[src/rtl/apd_pkg.sv]
package apd_pkg;

    typedef enum logic [1:0] {
        ST_OFF   = 2'd0,
        ST_COUNT = 2'd1,
        ST_SLEEP = 2'd2
    } apd_state_e;

    typedef enum logic [1:0] {
        PM_DRIVE = 2'b00,
        PM_SPARE = 2'b01,
        PM_UNDEF = 2'b10,
        PM_HIZ   = 2'b11
    } port_mode_e;

    localparam int PORT_CLASSES = 5;
    localparam int PM_W         = 2;

    // Drive mode of each port class while asleep.
    function automatic port_mode_e sleep_mode(input int cls);
        case (cls)
            2:       return PM_UNDEF;
            3, 4:    return PM_HIZ;
            default: return PM_DRIVE;
        endcase
    endfunction

endpackage

[src/rtl/apd_sync.sv]
module apd_sync #(
    parameter int         W       = 1,
    parameter int         STAGES  = 2,
    parameter logic [0:0] RST_VAL = 1'b0
) (
    input  logic         clk,
    input  logic         rst_n,
    input  logic [W-1:0] d,
    output logic [W-1:0] q,
    output logic [W-1:0] q_prev
);
    logic [W-1:0] pipe [STAGES+1];

    always_ff @(posedge clk or negedge rst_n) begin
        if (!rst_n) pipe[0] <= {W{RST_VAL}};
        else        pipe[0] <= d;
    end

    genvar i;
    generate
        for (i = 1; i <= STAGES; i++) begin : g_stage
            always_ff @(posedge clk or negedge rst_n) begin
                if (!rst_n) pipe[i] <= {W{RST_VAL}};
                else        pipe[i] <= pipe[i-1];
            end
        end
    endgenerate

    assign q      = pipe[STAGES-1];
    assign q_prev = pipe[STAGES];
endmodule

[src/rtl/apd_idle_cnt.sv]
module apd_idle_cnt #(
    parameter int LIMIT = 15,
    parameter int CW    = $clog2(LIMIT + 1)
) (
    input  logic          clk,
    input  logic          rst_n,
    input  logic          clr,
    output logic [CW-1:0] cnt
);
    localparam logic [CW-1:0] TOP = CW'(LIMIT);

    always_ff @(posedge clk or negedge rst_n) begin
        if (!rst_n)          cnt <= '0;
        else if (clr)        cnt <= '0;
        else if (cnt != TOP) cnt <= cnt + 1'b1;
    end

    assert_cnt_saturates_R3: assert property (@(posedge clk) disable iff (!rst_n)
        cnt <= TOP);

    assert_clear_wins_R3: assert property (@(posedge clk) disable iff (!rst_n)
        clr |=> cnt == '0);
endmodule

[src/rtl/apd_fsm.sv]
module apd_fsm
    import apd_pkg::*;
#(
    parameter int LIMIT = 15,
    parameter int CW    = $clog2(LIMIT + 1)
) (
    input  logic          clk,
    input  logic          rst_n,
    input  logic          en,
    input  logic          strobe_lvl,
    input  logic          strobe_rise,
    input  logic          cs_fall,
    input  logic [CW-1:0] cnt,
    output apd_state_e    state
);
    localparam logic [CW-1:0] LAST = CW'(LIMIT - 1);

    apd_state_e state_nx;
    logic       idle_done;
    logic       wake;

    assign idle_done = !strobe_lvl && (cnt == LAST);
    assign wake      = strobe_rise || cs_fall;

    always_ff @(posedge clk or negedge rst_n) begin
        if (!rst_n) state <= ST_OFF;
        else        state <= state_nx;
    end

    always_comb begin
        state_nx = state;
        unique case (state)
            ST_OFF:   if (en) state_nx = ST_COUNT;                 // arm
            ST_COUNT: if (!en) state_nx = ST_OFF;                  // disarm
                      else if (idle_done) state_nx = ST_SLEEP;     // sleep
            ST_SLEEP: if (!en) state_nx = ST_OFF;                  // disarm
                      else if (wake) state_nx = ST_COUNT;          // wake
            default:  state_nx = ST_OFF;
        endcase
    end

    assert_disarm_R1: assert property (@(posedge clk) disable iff (!rst_n)
        !en |=> state == ST_OFF);

    assert_entry_count_R2: assert property (@(posedge clk) disable iff (!rst_n)
        $rose(state == ST_SLEEP) |-> $past(cnt) == LAST);

    assert_strobe_wake_R4: assert property (@(posedge clk) disable iff (!rst_n)
        (state == ST_SLEEP && en && strobe_rise) |=> state == ST_COUNT);

    assert_cs_wake_R5: assert property (@(posedge clk) disable iff (!rst_n)
        (state == ST_SLEEP && en && cs_fall) |=> state == ST_COUNT);
endmodule

[src/rtl/apd_outs.sv]
module apd_outs
    import apd_pkg::*;
#(
    parameter int CTRL_W = 3
) (
    input  logic                       asleep,
    input  logic                       en,
    input  logic [CTRL_W:0]            block_mask,
    input  logic [CTRL_W-1:0]          ctrl_in,
    output logic                       pd_active,
    output logic                       mem_standby,
    output logic                       bus_isolate,
    output logic [CTRL_W-1:0]          ctrl_gated,
    output logic                       logic_clk_en,
    output logic [PORT_CLASSES*PM_W-1:0] port_mode
);
    logic pd;

    always_comb begin
        pd           = asleep && en;
        pd_active    = pd;
        mem_standby  = pd;
        bus_isolate  = pd;
        logic_clk_en = !(pd && block_mask[0]);
        ctrl_gated   = ctrl_in & ~({CTRL_W{pd}} & block_mask[CTRL_W:1]);
    end

    genvar c;
    generate
        for (c = 0; c < PORT_CLASSES; c++) begin : g_class
            localparam port_mode_e SLEEP_CODE = sleep_mode(c);
            assign port_mode[c*PM_W +: PM_W] = pd ? SLEEP_CODE : PM_DRIVE;
        end
    endgenerate
endmodule

[src/rtl/apd_ctrl.sv]
module apd_ctrl
    import apd_pkg::*;
#(
    parameter int IDLE_CYCLES = 15,
    parameter int CTRL_W      = 3,
    parameter int SYNC_STAGES = 2
) (
    input  logic                         clk,
    input  logic                         rst_n,
    input  logic                         apd_en,
    input  logic                         addr_strobe,
    input  logic                         cs_n,
    input  logic [CTRL_W:0]              block_mask,
    input  logic [CTRL_W-1:0]            ctrl_in,
    output logic                         pd_active,
    output logic                         mem_standby,
    output logic                         bus_isolate,
    output logic [CTRL_W-1:0]            ctrl_gated,
    output logic                         logic_clk_en,
    output logic [PORT_CLASSES*PM_W-1:0] port_mode
);
    localparam int CW = $clog2(IDLE_CYCLES + 1);

    logic          strobe_s, strobe_p;
    logic          cs_s, cs_p;
    logic [CW-1:0] idle_cnt;
    logic          cnt_clr;
    apd_state_e    state;

    apd_sync #(.W(1), .STAGES(SYNC_STAGES), .RST_VAL(1'b0)) u_sync_strobe (
        .clk(clk), .rst_n(rst_n), .d(addr_strobe), .q(strobe_s), .q_prev(strobe_p)
    );

    apd_sync #(.W(1), .STAGES(SYNC_STAGES), .RST_VAL(1'b1)) u_sync_cs (
        .clk(clk), .rst_n(rst_n), .d(cs_n), .q(cs_s), .q_prev(cs_p)
    );

    assign cnt_clr = !apd_en || (state != ST_COUNT) || strobe_s;

    // Counter is clocked by the raw clock; the clock mask never reaches it.
    apd_idle_cnt #(.LIMIT(IDLE_CYCLES), .CW(CW)) u_cnt (
        .clk(clk), .rst_n(rst_n), .clr(cnt_clr), .cnt(idle_cnt)
    );

    apd_fsm #(.LIMIT(IDLE_CYCLES), .CW(CW)) u_fsm (
        .clk(clk), .rst_n(rst_n), .en(apd_en),
        .strobe_lvl(strobe_s), .strobe_rise(strobe_s && !strobe_p),
        .cs_fall(cs_p && !cs_s), .cnt(idle_cnt), .state(state)
    );

    apd_outs #(.CTRL_W(CTRL_W)) u_outs (
        .asleep(state == ST_SLEEP), .en(apd_en), .block_mask(block_mask),
        .ctrl_in(ctrl_in), .pd_active(pd_active), .mem_standby(mem_standby),
        .bus_isolate(bus_isolate), .ctrl_gated(ctrl_gated),
        .logic_clk_en(logic_clk_en), .port_mode(port_mode)
    );

    assert_disabled_awake_R1: assert property (@(posedge clk) disable iff (!rst_n)
        !apd_en |-> !pd_active);

    assert_standby_isolate_R7: assert property (@(posedge clk) disable iff (!rst_n)
        pd_active |-> (mem_standby && bus_isolate));

    assert_clock_mask_R9: assert property (@(posedge clk) disable iff (!rst_n)
        !logic_clk_en |-> (pd_active && block_mask[0]));

    assert_restart_zero_R11: assert property (@(posedge clk) disable iff (!rst_n)
        (state == ST_SLEEP) |=> idle_cnt == '0);
endmodule

[config.mk]
export PLATFORM = sky130hd
export DESIGN_NAME = apd_ctrl
export DESIGN_NICKNAME = d
export VERILOG_FILES = /design/src/rtl/apd_pkg.sv /design/src/rtl/apd_sync.sv /design/src/rtl/apd_idle_cnt.sv /design/src/rtl/apd_fsm.sv /design/src/rtl/apd_outs.sv /design/src/rtl/apd_ctrl.sv
export SDC_FILE = /design/constraint.sdc
export NUM_CORES = 1
export LEC_CHECK = 0
export BUFFER_PORTS_ARGS = -buffer_cell sky130_fd_sc_hd__buf_4
export CORE_MARGIN = 2
export CORE_UTILIZATION = 35
export DETAILED_ROUTE_END_ITERATION = 8
export PLACE_DENSITY = 0.74
export SLEW_MARGIN = 20
export SYNTH_ARGS = -nofsm -noshare
export SYNTH_HDL_FRONTEND = slang
export SYNTH_SLANG_ARGS = --single-unit
[constraint.sdc]
create_clock -name clk -period 1.26 [get_ports clk]
set_input_delay 0.252 -clock clk [delete_from_list [all_inputs] [get_ports clk]]
set_output_delay 0.252 -clock clk [all_outputs]
set_load 0.02 [all_outputs]
# After elaboration in Yosys (flattened, before gate mapping)
# Index checks and enable logic that the tools add are counted.
# op_classes
n_bitwise	3
n_reduce_logical	16
addsub	1
eq_ne	8
n_mux	10
# ops
cell	n
$mux W2	7
$mux W4	2
$and A3 B3 Y3	2
$pmux W2 S3	1
$logic_and A1 B1 Y1	5
$logic_not A1 Y1	5
$add A4 B1 Y4 const B	1
$eq A4 B4 Y1 const B	1
$ne A4 B4 Y1 const B	1
$logic_or A1 B1 Y1	3
$ne A3 B2 Y1 const B	1
$ne A3 B3 Y1 const B	1
$not A3 Y3	1
$reduce_and A3 Y1	1
$eq A2 B1 Y1 const B	1
$eq A2 B2 Y1 const B	1
$logic_not A2 Y1	1
$ne A2 B1 Y1 const B	1
$ne A2 B2 Y1 const B	1
$reduce_bool A2 Y1	1
# totals
out_inout_bits	17
inputBits	12
reg_bits	12
word_cells	46

# Longest topological paths before layout
# Gate-level depths: netlist of the first run.
# depth
word_depth	6
mapped_depth	4
depth_no_buf	4

# By module
# Synthesis of the first run repeated with hierarchy kept, for this count alone.
# hier_totals
cells_unflattened	57
hier_area_um2	669.4
# modules_own_cells
mod	seq_area_each_um2	n_inst	cells_per_inst	area_each_um2
apd_idle_cnt	100.1	1	19	214.0
apd_outs	0.0	1	18	140.1
apd_fsm	50.0	1	10	131.4
apd_sync (u_sync_cs)	78.8	1	3	78.8
apd_sync (u_sync_strobe)	75.1	1	3	75.1
apd_ctrl	0.0	1	4	30.0

# Worst setup path before layout of the first run
# No wires, ideal clock.
# synth_path
path_type	register to output
from	register u_fsm.state[1]
to	output ctrl_gated[0]
t_arrival_ns	1.080
t_required_ns	1.008
path_buffers	1
path_stages_with_launch	4
path_slack_ns	-0.072
cell_sequence	dfrtp_1 -> and3b_1 -> buf_4 -> a21boi_1
# synth_via
elab_chain_len	5
# synth_lines
element	line	source
from (decl)	apd_fsm.sv:14	output apd_state_e state
from (signal assigned)	apd_fsm.sv:27	else state <= state_nx;
$eq A2 B2 Y1	apd_ctrl.sv:52	.asleep(state == ST_SLEEP), .en(apd_en), .block_mask(block_mask),
$logic_and A1 B1 Y1	apd_outs.sv:20	pd = asleep && en;
named net bus_isolate	apd_ctrl.sv:17	output logic bus_isolate,
$and A3 B3 Y3	apd_outs.sv:25	ctrl_gated = ctrl_in & ~({CTRL_W{pd}} & block_mask[CTRL_W:1]);
$not A3 Y3	apd_outs.sv:25	
$and A3 B3 Y3	apd_outs.sv:25	
to (decl)	apd_ctrl.sv:18	output logic [CTRL_W-1:0] ctrl_gated,
# The timed path passes the listed nets, and every way through them passes these cells.

# Final worst setup path of the first run
# layout_path
from	register u_fsm.state[0]
to	output ctrl_gated[1]
# layout_via
elab_chain_len	5
# layout_lines
element	line
$eq A2 B2 Y1	apd_ctrl.sv:52
$logic_and A1 B1 Y1	apd_outs.sv:20
$and A3 B3 Y3	apd_outs.sv:25
$not A3 Y3	apd_outs.sv:25
$and A3 B3 Y3	apd_outs.sv:25
# No other way between the ends.

==> results.yml, run 1 <==
outcome:
  outcome: "complete, but fails checks"
  failed_checks: "setup timing"
layout:
  fin_util: 0.522
  num_antenna_cells: 0
  fin_area_sq_um: 892
  drive_gt1_frac: 0.524
  final_nets: 99
  fin_cells: 109
  layout_common_cells: "buf_4, buf_6, dfrtp_1"
  final_common_cell: "buf_4"
  synthToLayoutAreaGrowth_pct: 43.2
power:
  p_leak_nw: 0.433
  ir_drop_v: 0.000541
  power_density_nw_per_um2: 844
setup_path:
  cp_top_family: "flip-flops"
  critical_path_class: "register to primary output"
  slowest_delay_ns: 0.39
  crit_buf_inv: 1
  cp-start-kind: "register"
  cp_slowest_cell: "dfrtp_1"
  worstPathRequired_ns: 1.01
  path_cells: "and3b_2 -> a21boi_1 -> buf_4"
  endpoint_kind: "primary output"
  crit_arrival_ns: 1.23
  cp_max_fo: 7
grt:
  grt_max_degree: 13
  grt.total_usage: 0.115
  grt_use_met3: 0.0471
  grt_pass1_vias: 436
  antenna_found_initial: 0
  use_met1: 0.115
  grt_pass1_wl_mm: 1.68
  grt-busiest-layer: "met2"
  use_met2: 0.206
  grt-ovfl-total: 0
placement:
  place_area_sq_um: 759
  dp.cells: 100
  place_hpwl_microns: 818
  place_ws_ns: -0.115
  portBuffers: 23
  gp_congestion: 0.676
synth:
  syn_area_sq_um: 623
  async_flop_share: 1.00
  synth_top_area_share: 0.361
  yosysUniqueCellTypes: 25
  synth_top_flop_cell: "dfrtp_1"
  synth.largest_area_cell: "dfrtp_1"
  ys_seq_elements: 12
  yosysSeqAreaShare: 0.488
  avgSynthCellArea_sq_um: 10.6
  synth_edf_count: 0
  synth_cells: 59
  yosys-top-cells-area: "dfrtp_1, buf_4, dfstp_2, ha_1, a21boi_1"
  synth_warnings: 0
floorplan:
  core_sq_um: 1710
  pin_count: 29
  die_w_microns: 46.2
  start_util: 0.365
  rows: 15
  die-area_sq_um: 2130
  fp.dieH_microns: 46.2
routing:
  vias: 486
  wl_per_cell_microns: 10.3
  drtPass1Iterations: 4
  vias_per_cell: 4.46
  drt_iter0_markers: 8
  drc_errors: 0
  ant_nets: 0
  routed_wl_mm: 1.13
clock_tree:
  clockBufferDepth: 2
  cts-root-buf: "clkbuf_4"
  cts_sinks: 12
  clock_latency_ns: 0.27
  cts.clk_slew.worst_paths_ns: 0.07
  cts_buffers: 3
  htreeDepth: 1
  cts_tree: "yes"
sta:
  clock_skew_ns: 0.00998
  rsz0062_at_grt: "true"
  hold_viol: 0
  fin_setup_tns_ns: -2.15
  period_needed_ns: 1.49
  period_share: 1.18
  slew_violations: 0
  setup_violations: 12
  clock.fmax_mhz: 673
  fin_ws_ns: -0.226
hold_path:
  hold_path.class: "input pin to register"
flow_run:
  maxCapViolCount: 0
==> worst register-to-register path, stage by stage, from the launching register on <==
cell,delay [ns]
dfrtp_1,0.39
buf_6,0.12
buf_4,0.12
and2b_1,0.22
nand2_2,0.10
nor3_1,0.18
==> cells by family (layout without fill, tap and decap cells) <==
family,after synthesis,in the layout,share of synthesized area
AOI/OAI and AO/OA,9,9,0.116
xor gates and xnor gates,1,1,0.0141
adders and majority gates,2,2,0.0402
DFF,12,12,0.488
other,1,5,0.00602
and+or+nand+nor,17,18,0.155
buffers and inverters,17,37,0.181
==> area by class of cell <==
| class | count | area, sq um |
|---|---|---|
| inverters | 4 | 15.0 |
| multi-input cells | 35 | 258 |
| flip-flops and latches | 12 | 304 |
| fillers | 158 | 816 |
| repair buffers | 29 | 258 |
| well taps | 25 | 31.3 |
| clock buffers | 4 | 26.3 |
==> layer usage <==
metal | vias up | share of wire
met1 | 228 | 0.41
met2 | 26 | 0.48
met4 | 0 | 0
li1 | 232 | -
met5 | - | 0
met3 | 0 | 0.11
==> metrics by stage <==
step,hold WS (ns),total power [mW]
after CTS,0.0833,0.756
after global placement,0.0931,0.504
after floorplan,-0.0436,0.470
final,0.0958,0.753
after global routing,0.0784,0.801
after detailed placement,0.0973,0.507
==> cells in the mapped netlist (2+ instances only) <==
cell type  number
dfstp_2         3
ha_1            2
a21boi_1        3
nor3_1          2
buf_4          13
nor2_1          4
dfrtp_1         9
nand2_1         3
inv_1           4
==> flip-flops by register name, indices dropped and copies added, names as in the netlist <==
signal,count
u_sync_cs.q,1
u_sync_cs.q_prev,1
u_sync_strobe.q,1
u_fsm.state,2
u_sync_strobe.pipe,1
u_sync_strobe.q_prev,1
u_cnt.cnt,4
u_sync_cs.pipe,1
==> worst paths after layout <==
| kind | from | end | slack (ns) | depth (start not counted) |
|---|---|---|---|---|
| worst max-delay path | u_fsm.state[0]$_DFFE_PN0P_ | ctrl_gated[1] | -0.23 | 3 |
| worst min-delay path | cs_n | u_sync_cs.pipe[2]$_DFF_PN1_ | 0.1 | 1 |
| worst max register to register | u_fsm.state[1]$_DFFE_PN0P_ | u_cnt.cnt[3]$_DFFE_PN0P_ | 0.06 | 5 |
| worst min register to register | u_sync_strobe.pipe[2]$_DFF_PN0_ | u_sync_strobe.q$_DFF_PN0_ | 0.35 | 0 |
| max in group asynchronous | rst_n | u_sync_cs.pipe[2]$_DFF_PN1_ | 0.67 | 2 |
| min in group asynchronous | rst_n | u_cnt.cnt[3]$_DFFE_PN0P_ | 0.35 | 2 |
==> power breakdown <==
group	switching (mW)	internal, mW
Sequential	0.0101	0.403
Clock	0.115	0.122
Combinational	0.0497	0.0526
Total	0.175	0.578
==> repair_timing <==
item | CTS | global route
hold buffers | 1 | 0
pin swaps | 3 | 3
resized for setup | 10 | 9
cloned | 1 | 0
endpoints found under the hold margin | 9 | 0
setup endpoints to repair | 13 | 13
buffers inserted | 2 | 2
Power figures use the tool's default switching activity.
==> run 2: changes to the inputs <==
Settings changed: SETUP_SLACK_MARGIN set to 0.2.
==> run 2 against run 1 <==
Against the previous run: critical path type unchanged; first-iteration DRC count down 88%; worst setup slack worse by 0.023 ns; clock power up 29%; the flow still finishes with violations (setup timing); largest power group unchanged.
==> results.yml, run 2 (synthesis results as in run 1) <==
setup_path:
  cp_max_fo: 7
  path_cells: "and3b_4 -> a21boi_4 -> buf_6"
  endpoint_kind: "primary output"
  crit_arrival_ns: 1.26
  critical_path_class: "register to primary output"
  cp-start-kind: "register"
  worstPathRequired_ns: 1.01
  slowest_delay_ns: 0.39
  cp_slowest_cell: "dfrtp_1"
routing:
  vias: 502
  ant_nets: 0
  drt_iter0_markers: 1
  drc_errors: 0
  routed_wl_mm: 1.26
  drtPass1Iterations: 2
  vias_per_cell: 4.52
  wl_per_cell_microns: 11.4
hold_path:
  hold_path.class: "input pin to register"
clock_tree:
  cts_buffers: 3
  cts-root-buf: "clkbuf_4"
  cts_sinks: 12
  cts.clk_slew.worst_paths_ns: 0.07
  clockBufferDepth: 2
  clock_latency_ns: 0.27
  htreeDepth: 1
  cts_tree: "yes"
layout:
  largest_register: "u_cnt.cnt"
  fin_cells: 111
  layout_common_cells: "buf_4, buf_6, dfrtp_1"
  final_common_cell: "buf_4"
  final_nets: 101
  largest_register_ffs: 4
  num_antenna_cells: 0
  largestRegisters: "u_cnt.cnt (4), u_fsm.state (2)"
  synthToLayoutAreaGrowth_pct: 66.1
  drive_gt1_frac: 0.698
power:
  power_density_nw_per_um2: 816
  p_leak_nw: 0.476
  ir_drop_v: 0.000870
  p_total_mw: 0.844
floorplan:
  core_sq_um: 1710
  rows: 15
  die_w_microns: 46.2
  start_util: 0.365
  fp.dieH_microns: 46.2
  die-area_sq_um: 2130
  pin_count: 29
outcome:
  outcome: "complete, but fails checks"
  failed_checks: "setup timing"
grt:
  grt_pass1_vias: 458
  grt_max_degree: 13
  grt_pass1_wl_mm: 1.75
  antenna_found_initial: 0
  grt.total_usage: 0.117
  grt-ovfl-total: 0
sta:
  slew_violations: 0
  clock_skew_ns: 0.00210
  rsz0062_at_grt: "true"
  hold_viol: 0
  setup_violations: 12
  fin_ws_ns: -0.249
  clock.fmax_mhz: 663
  period_needed_ns: 1.51
  period_share: 1.20
flow_run:
  maxCapViolCount: 0
placement:
  gp_congestion: 0.702
  dp.cells: 100
  portBuffers: 23
  place_hpwl_microns: 796
[run 2: cell count changes in the layout (fill, tap and decap cells not counted), sizes merged]
cell  delta
buf      +2
[run 2: power by group]
group          leakage, nW  internal [mW]  switching, mW  total (mW)
logic                0.313         0.0655         0.0581       0.124
clock network       0.0210          0.176          0.131       0.306
registers            0.142          0.403         0.0111       0.414
[run 2: final timing paths]
path	start	end	slack, ns	depth (start not counted)
max in group asynchronous	rst_n	u_sync_cs.pipe[2]$_DFF_PN1_	0.70	2
worst max register to register	u_fsm.state[1]$_DFFE_PN0P_	u_fsm.state[1]$_DFFE_PN0P_	0.10	5
worst max-delay path	u_fsm.state[0]$_DFFE_PN0P_	ctrl_gated[0]	-0.25	3
min in group asynchronous	rst_n	u_cnt.cnt[1]$_DFFE_PN0P_	0.33	2
worst min register to register	u_sync_strobe.pipe[2]$_DFF_PN0_	u_sync_strobe.q$_DFF_PN0_	0.35	0
worst min-delay path	cs_n	u_sync_cs.pipe[2]$_DFF_PN1_	0.08	1
[run 2: routing by layer]
| metal | global-route usage | up-vias | wire length [microns] | part of all wire |
|---|---|---|---|---|
| met3 | 0.0235 | 2 | 110 | 0.087 |
| met5 | 0 | - | 0 | 0 |
| li1 | - | 236 | - | - |
| met1 | 0.120 | 238 | 439 | 0.35 |
| met4 | 0.0686 | 0 | 20 | 0.016 |
| met2 | 0.214 | 26 | 691 | 0.55 |
[run 2: cell type report]
class                           count  area (sq um)
Clock buffer                        4          36.3
Fill cell                         138           673
Inverter                            4          15.0
Multi-Input combinational cell     35           357
Sequential cell                    12           308
Tap cell                           25          31.3
Timing Repair Buffer               31           288
[run 2: worst max-delay path: cells and delay by family, from the launching register on]
family	cells	cell delay, ns
DFF	1	0.39
buffers and inverters	1	0.13
and+or+nand+nor	1	0.39
AOI/OAI and AO/OA	1	0.07
[run 2: what timing repair did]
item                       in CTS  in global routing
gates cloned                    1                  0
hold buffers                    1                  0
setup endpoints to repair      17                 18
hold endpoints to repair        9                  0
buffers inserted                4                  1
gates resized for setup        21                 16
pin swaps                       7                  5
[run 2: stage by stage]
step | util | TNS (ns) | hold WS, ns | instance area [sq um] | worst slack [ns]
after floorplan | - | 0 | -0.0436 | 714 | 0.0946
after global placement | 0.467 | -0.00305 | 0.0947 | 797 | -0.00165
after detailed placement | 0.467 | -0.104 | 0.0965 | 797 | -0.0304
after CTS | 0.559 | -2.42 | 0.0796 | 955 | -0.260
after global routing | 0.606 | -3.03 | 0.0703 | 1030 | -0.305
final | 0.606 | -2.33 | 0.0773 | 1030 | -0.249
